### src/rtl/pixfetch_pkg.sv
package pixfetch_pkg;

   typedef enum logic {
      PF_MSB_FIRST = 1'b0,
      PF_LSB_FIRST = 1'b1
   } pf_order_e;

   typedef struct packed {
      logic grant;
      logic rd;
      logic load;
      logic hold;
   } pf_ctl_t;

endpackage

### src/rtl/pixfetch_ring.sv
module pixfetch_ring #(
   parameter int PHASES = 8
) (
   input  logic              clk,
   input  logic              rst_n,
   input  logic              go_i,
   output logic [PHASES-1:0] phase_o,
   output logic              run_o
);
   localparam logic [PHASES-1:0] HOME = {{(PHASES-1){1'b0}}, 1'b1};

   logic [PHASES-1:0] phase_q;
   logic [PHASES-1:0] phase_rot;
   logic              run_q;

   generate
      if (PHASES > 1) begin : g_rot
         assign phase_rot = {phase_q[PHASES-2:0], phase_q[PHASES-1]};
      end else begin : g_single
         assign phase_rot = phase_q;
      end
   endgenerate

   always_ff @(posedge clk or negedge rst_n) begin
      if (!rst_n) begin
         phase_q <= HOME;
         run_q   <= 1'b0;
      end else begin
         run_q <= go_i;
         if (go_i) begin
            phase_q <= phase_rot;
         end else begin
            phase_q <= HOME;
         end
      end
   end

   assign phase_o = phase_q;
   assign run_o   = run_q;
endmodule

### src/rtl/pixfetch_ctl.sv
module pixfetch_ctl
   import pixfetch_pkg::*;
#(
   parameter int PHASES = 8,
   parameter int RD_POS = 2,
   parameter int LD_POS = 3
) (
   input  logic [PHASES-1:0] phase_i,
   input  logic              run_i,
   input  logic              active_i,
   output pf_ctl_t           ctl_o
);
   always_comb begin
      ctl_o.hold  = ~run_i;
      ctl_o.grant = ~(active_i | run_i);
      ctl_o.rd    = run_i & phase_i[RD_POS];
      ctl_o.load  = run_i & phase_i[LD_POS];
   end
endmodule

### src/rtl/pixfetch_shift.sv
module pixfetch_shift
   import pixfetch_pkg::*;
#(
   parameter int        PIX_W = 8,
   parameter pf_order_e ORDER = PF_MSB_FIRST
) (
   input  logic             clk,
   input  logic             rst_n,
   input  logic             clear_i,
   input  logic             load_i,
   input  logic [PIX_W-1:0] data_i,
   output logic             bit_o
);
   logic [PIX_W-1:0] sr_q;
   logic [PIX_W-1:0] sr_shift;
   logic [PIX_W-1:0] sr_fill;
   logic             head_bit;
   logic             sr_bit;

   generate
      if (ORDER == PF_MSB_FIRST) begin : g_msb
         assign head_bit = data_i[PIX_W-1];
         assign sr_bit   = sr_q[PIX_W-1];
         assign sr_fill  = {data_i[PIX_W-2:0], 1'b0};
         assign sr_shift = {sr_q[PIX_W-2:0], 1'b0};
      end else begin : g_lsb
         assign head_bit = data_i[0];
         assign sr_bit   = sr_q[0];
         assign sr_fill  = {1'b0, data_i[PIX_W-1:1]};
         assign sr_shift = {1'b0, sr_q[PIX_W-1:1]};
      end
   endgenerate

   always_ff @(posedge clk or negedge rst_n) begin
      if (!rst_n) begin
         sr_q <= '0;
      end else if (clear_i) begin
         sr_q <= '0;
      end else if (load_i) begin
         sr_q <= sr_fill;
      end else begin
         sr_q <= sr_shift;
      end
   end

   always_comb begin
      if (clear_i) begin
         bit_o = 1'b0;
      end else if (load_i) begin
         bit_o = head_bit;
      end else begin
         bit_o = sr_bit;
      end
   end
endmodule

### src/rtl/pixfetch_seq.sv
module pixfetch_seq
   import pixfetch_pkg::*;
#(
   parameter int        PHASES = 8,
   parameter int        PIX_W  = 8,
   parameter int        RD_POS = 2,
   parameter pf_order_e ORDER  = PF_MSB_FIRST
) (
   input  logic             clk,
   input  logic             rst_n,
   input  logic             disp_active_i,
   input  logic [PIX_W-1:0] mem_data_i,
   output logic             cpu_grant_o,
   output logic             mem_rd_o,
   output logic             pix_load_o,
   output logic             pix_out_o
);
   localparam int LD_POS = (RD_POS + 1) % PHASES;

   generate
      if (PHASES < 2) begin : g_bad_phases
         $error("pixfetch_seq: PHASES must be at least 2");
      end
      if (PIX_W != PHASES) begin : g_bad_width
         $error("pixfetch_seq: PIX_W must equal PHASES for a gapless stream");
      end
      if (RD_POS < 1 || RD_POS > PHASES - 2) begin : g_bad_rd
         $error("pixfetch_seq: RD_POS must lie in 1..PHASES-2");
      end
   endgenerate

   logic [PHASES-1:0] ring_phase;
   logic              ring_run;
   pf_ctl_t           ctl;

   pixfetch_ring #(
      .PHASES (PHASES)
   ) u_ring (
      .clk     (clk),
      .rst_n   (rst_n),
      .go_i    (disp_active_i),
      .phase_o (ring_phase),
      .run_o   (ring_run)
   );

   pixfetch_ctl #(
      .PHASES (PHASES),
      .RD_POS (RD_POS),
      .LD_POS (LD_POS)
   ) u_ctl (
      .phase_i  (ring_phase),
      .run_i    (ring_run),
      .active_i (disp_active_i),
      .ctl_o    (ctl)
   );

   pixfetch_shift #(
      .PIX_W (PIX_W),
      .ORDER (ORDER)
   ) u_shift (
      .clk     (clk),
      .rst_n   (rst_n),
      .clear_i (ctl.hold),
      .load_i  (ctl.load),
      .data_i  (mem_data_i),
      .bit_o   (pix_out_o)
   );

   assign cpu_grant_o = ctl.grant;
   assign mem_rd_o    = ctl.rd;
   assign pix_load_o  = ctl.load;
endmodule

### config.mk
export PLATFORM = sky130hd
export DESIGN_NAME = pixfetch_seq
export DESIGN_NICKNAME = d
export VERILOG_FILES = /design/src/rtl/pixfetch_pkg.sv /design/src/rtl/pixfetch_ring.sv /design/src/rtl/pixfetch_ctl.sv /design/src/rtl/pixfetch_shift.sv /design/src/rtl/pixfetch_seq.sv
export SDC_FILE = /design/constraint.sdc
export NUM_CORES = 1
export LEC_CHECK = 0
export BUFFER_PORTS_ARGS = -buffer_cell sky130_fd_sc_hd__buf_2
export CORE_MARGIN = 1.5
export CORE_UTILIZATION = 43
export DETAILED_ROUTE_END_ITERATION = 12
export PLACE_DENSITY = 0.76
export SETUP_SLACK_MARGIN = 0.5
export SLEW_MARGIN = 5
export SYNTH_ARGS = -nofsm -noshare
export SYNTH_HDL_FRONTEND = slang
export SYNTH_SLANG_ARGS = --single-unit
### constraint.sdc
create_clock -name clk -period 0.8 [get_ports clk]
set_input_delay 0.16 -clock clk [delete_from_list [all_inputs] [get_ports clk]]
set_output_delay 0.16 -clock clk [all_outputs]
set_load 0.03 [all_outputs]
* After elaboration in Yosys (flattened, before gate mapping) *
Index checks and enable logic that the tools add are counted.

storage, ports and cells
  bits of input ports = 11
  bits in registers = 17
  logic and storage cells = 12

cells by class
  bitwise logic cells = 4
  muxes and demuxes = 5

operator list
  kind               count
  8-bit 2-to-1 mux   3
  1-bit bitwise AND  2
  1-bit 2-to-1 mux   2
  1-bit NOT          1
  1-bit OR           1

* Longest topological paths before layout *
  word-level depth = 3
  depth in mapped cells = 3
  depth with buffers taken out = 2

* Cells and area by module *
From an unflattened synthesis, not the netlist that was laid out.

second synthesis, totals
  cells, all modules = 45
  area, all modules = 594.3 sq um

by module, submodules not included
  module          cells each  area each (sq um)  sequential area each (sq um)  times used
  pixfetch_shift  24          297.8              175.2                         1
  pixfetch_ring   17          276.5              226.5                         1
  pixfetch_ctl    4           20.0               0.0                           1

* Worst setup path after synthesis *
No wires, ideal clock.

  kind = reg2out
  start point = register u_ring.phase_q[3] (netlist: u_ring.phase_o[3])
  end point = output port pix_out_o
  path buffers = 1
  stages on the path, launching flop included = 4
  setup slack = -0.405 ns
  required time = 0.640 ns
  arrival = 1.045 ns
  path through = dfrtp_1 -> buf_6 -> mux2i_1 -> nor2b_1

on the way
  longest elaborated chain between the ends = 3

RTL lines
  what                      line                  text
  start: declaration        pixfetch_ring.sv:12   logic [PHASES-1:0] phase_q;
  start signal: assignment  pixfetch_ring.sv:31   phase_q <= phase_rot;
  1-bit bitwise AND         pixfetch_ctl.sv:17    ctl_o.load = run_i & phase_i[LD_POS];
  1-bit 2-to-1 mux          pixfetch_shift.sv:49  end else if (load_i) begin
  1-bit 2-to-1 mux          pixfetch_shift.sv:47  if (clear_i) begin
  end: declaration          pixfetch_seq.sv:16    output logic pix_out_o

No other way between the ends.

* Worst setup path in the final report *
Ends and elaborated chain as after synthesis.

==> results.toml <==
[floorplanning]
start_util = 0.466
rows = 13
die_h_um = 40.6
die-area_mm2 = 0.00165
core_mm2 = 0.00130
ios = 15
die_x_um = 40.6

[synthesis]
syn_inst = 44
yosysUniqueCellTypes = 11
async_flop_share = 1.00
synth_edf_count = 0
synth.top_cells.by_count = "15 x dfrtp_1, 7 x and2_1, 7 x mux2i_1, 7 x nor2b_1, 2 x and2_2"
postSynthAreaPerCell_um2 = 13.8
ys_warn_count = 0
ys.flop_type = "dfrtp_1"
yosys.area.top_type = "dfrtp_1"
synthMostInstantiatedCell = "dfrtp_1"
syn_area_um2 = 607
muxShareOfSynthArea = 0.115
ys_seq_area_frac = 0.662
synthTopCellsByArea = "dfrtp_1 62%, mux2i_1 12%, and2_1 7.2%, nor2b_1 7.2%, dfstp_2 4.3%"
synthesis.nets = 55
synth-adder-area-share = 0
synth_compound_area_frac = 0
synth-xor-area-share = 0
synth-seq-cells = 16
yosysTopAreaCellShare = 0.619
synth-simple-area-share = 0.198
synth_top_family_by_area = "simple AND/OR/NAND/NOR gates"

[detailed_routing]
initialDrtViolationCount = 3
post_drt_wl_per_cell_um = 13.0
ant_nets = 0
remaining_drc_errors = 0
first_pass_iters = 2
viasPerCell = 4.72
wl_um = 1050
vias = 382

[sta]
setup_ws_ps = -456
hold_viol_final = 15
clock-skew-final_ps = 1.40
whs_ps = -237
worstMarginPinSlew_ps = 349
finalMaxSlewViolations = 0
max_slew_margin = 0.767
finalCritPeriodShare = 1.57
max_freq_mhz = 796
rsz0062_at_grt = "true"
setup_violations = 12
finalCriticalPeriod_ps = 1260

[setup_path]
worstPathRequired_ps = 640
max_stage_delay_ps = 390
cp_slowest_cell = "dfrtp_1"
cp_num_buf_inv = 1
crit_path_cell_trace = "mux2i_1 > nor2b_2 > buf_6"
critPathMaxFanout = 3
end_kind = "primary output"
critPathArrivalTime_ps = 1100
critPathKind = "register to primary output"
crit_family = "flip-flops"
startpoint_type = "register"

[cells_and_area]
final_nets = 78
n_antenna_cell = 0
fillers = 116
syn_to_final_growth_pct = 34.2
layout-drive-gt1-share = 0.515
final-instance-count-excl-fill = 81

[clock_network]
cts.sinks = 16
cts_tree = "done"
cts_buffers = 3
insertion_delay_ps = 290
cts_max_level = 1
cts_root_buf = "clkbuf_4"
path_clk_slew_ps = 90
cts.path.max_buffers = 2

[pwr]
swShare = 0.218
irDropWorstVdd_mv = 1.07
p_int_mw = 1.17
pwr-share-seq = 0.560
power_frac_comb = 0.086
clockPowerShare = 0.354
p_leak_nw = 0.396
powerDensity_mw_per_mm2 = 1840
power_switching_mw = 0.327

[global_route]
overflow = 0
grt_pass1_vias = 345
antenna_found_initial = 0
grt_usage = 0.154
grt_max_degree = 17
grt_pass1_wl_um = 1490

[worst_hold_path]
hp-class = "primary input to async pin"

[outcome]
status = "complete, but fails checks"
violations = "negative hold slack, negative setup slack"

[placement]
hpwl_um = 744
placed_cells = 75
gp_congestion = 0.672
port_buffers = 14

[flow_run]
drv_cap = 0
[cell families (layout without fill, tap and decap cells)]
kind of cell  after synthesis  in the layout
simple gates               19             19
flops                      16             16
mux                         7              7
buf+inv                     2             24
[layout make-up]
cell class	instances	area [um2]	area share
Clock buffer	4	36.3	0.0445
Multi-Input combinational cell	26	213	0.261
Sequential cell	16	403	0.495
Tap cell	15	18.8	0.0230
Timing Repair Buffer	20	144	0.177
[cells in the final DEF (no fill, tap or decap)]
cell,netlist,final
and2_2,2,2
buf_6,1,5
clkbuf_4,0,3
mux2i_1,7,7
and2_1,7,5
dfrtp_1,15,14
nor2b_2,0,1
clkbuf_8,0,1
buf_2,0,10
dfstp_2,1,1
and3_2,1,1
nor2b_1,7,6
buf_4,0,5
dfrtp_2,0,1
and2_4,0,2
nand2b_4,0,1
nor2_4,0,1
[metrics by stage]
step           instance area, um2  utilization  setup TNS [ps]  total power, mW  setup slack, ps
4_1_cts                       797        0.613           -3210             1.51             -465
6_report                      815        0.626           -4050             1.50             -456
3_3_place_gp                  723        0.556           -1160            0.966             -171
3_5_place_dp                  723        0.556           -1460            0.969             -200
5_1_grt                       815        0.626           -4620             1.56             -528
2_1_floorplan                 629            -            -437            0.908             -269
[power by group through the flow]
stage               sequential [mW]  combinational (mW)  clock, mW
floorplan                     0.849              0.0594          0
global placement              0.854               0.112          0
detailed placement            0.855               0.114          0
CTS                           0.839               0.126      0.549
global route                  0.841               0.142      0.577
finish                        0.839               0.129      0.531
[sequential cells by signal, indices dropped and copies added, names as in the netlist]
register,flops
u_ring.phase_o,8
u_ring.run_o,1
u_shift.sr_q,7
[path summary, 6_finish.rpt]
check | start | endpoint | slack (ps) | cells past startpoint
max in group asynchronous | rst_n | u_ring.phase_o[0] | 740 | 1
min in group clk | disp_active_i | u_ring.phase_o[0] | 130 | 2
worst min-delay path | rst_n | u_ring.phase_o[1] | -240 | 1
worst min register to register | u_ring.phase_o[1] | u_ring.phase_o[2] | 460 | 1
worst max register to register | u_ring.phase_o[3] | u_shift.sr_q[7] | -340 | 5
worst max-delay path | u_ring.phase_o[3] | pix_out_o | -460 | 3
[per-layer routing]
layer | track usage | part of all wire | wire (um) | up-vias
li1 | - | - | - | 184
met1 | 0.204 | 0.46 | 483 | 180
met2 | 0.214 | 0.46 | 490 | 14
met3 | 0.0500 | 0.058 | 61 | 4
met4 | 0.100 | 0.018 | 19 | 0
met5 | 0 | 0 | 0 | -
[what timing repair did]
item                                    4_1_cts  5_1_grt
endpoints found under the setup margin       19       19
endpoints found under the hold margin        15       15
setup buffers                                 1        1
cloned                                        0        0
gates resized for setup                      10        2
[worst register-to-register path: stages (launching register included)]
cell	delay [ps]
dfrtp_1	420
buf_4	140
buf_4	130
buf_4	140
mux2i_1	150
nor2b_1	60
Note: power is estimated with default switching activity, not from simulation.
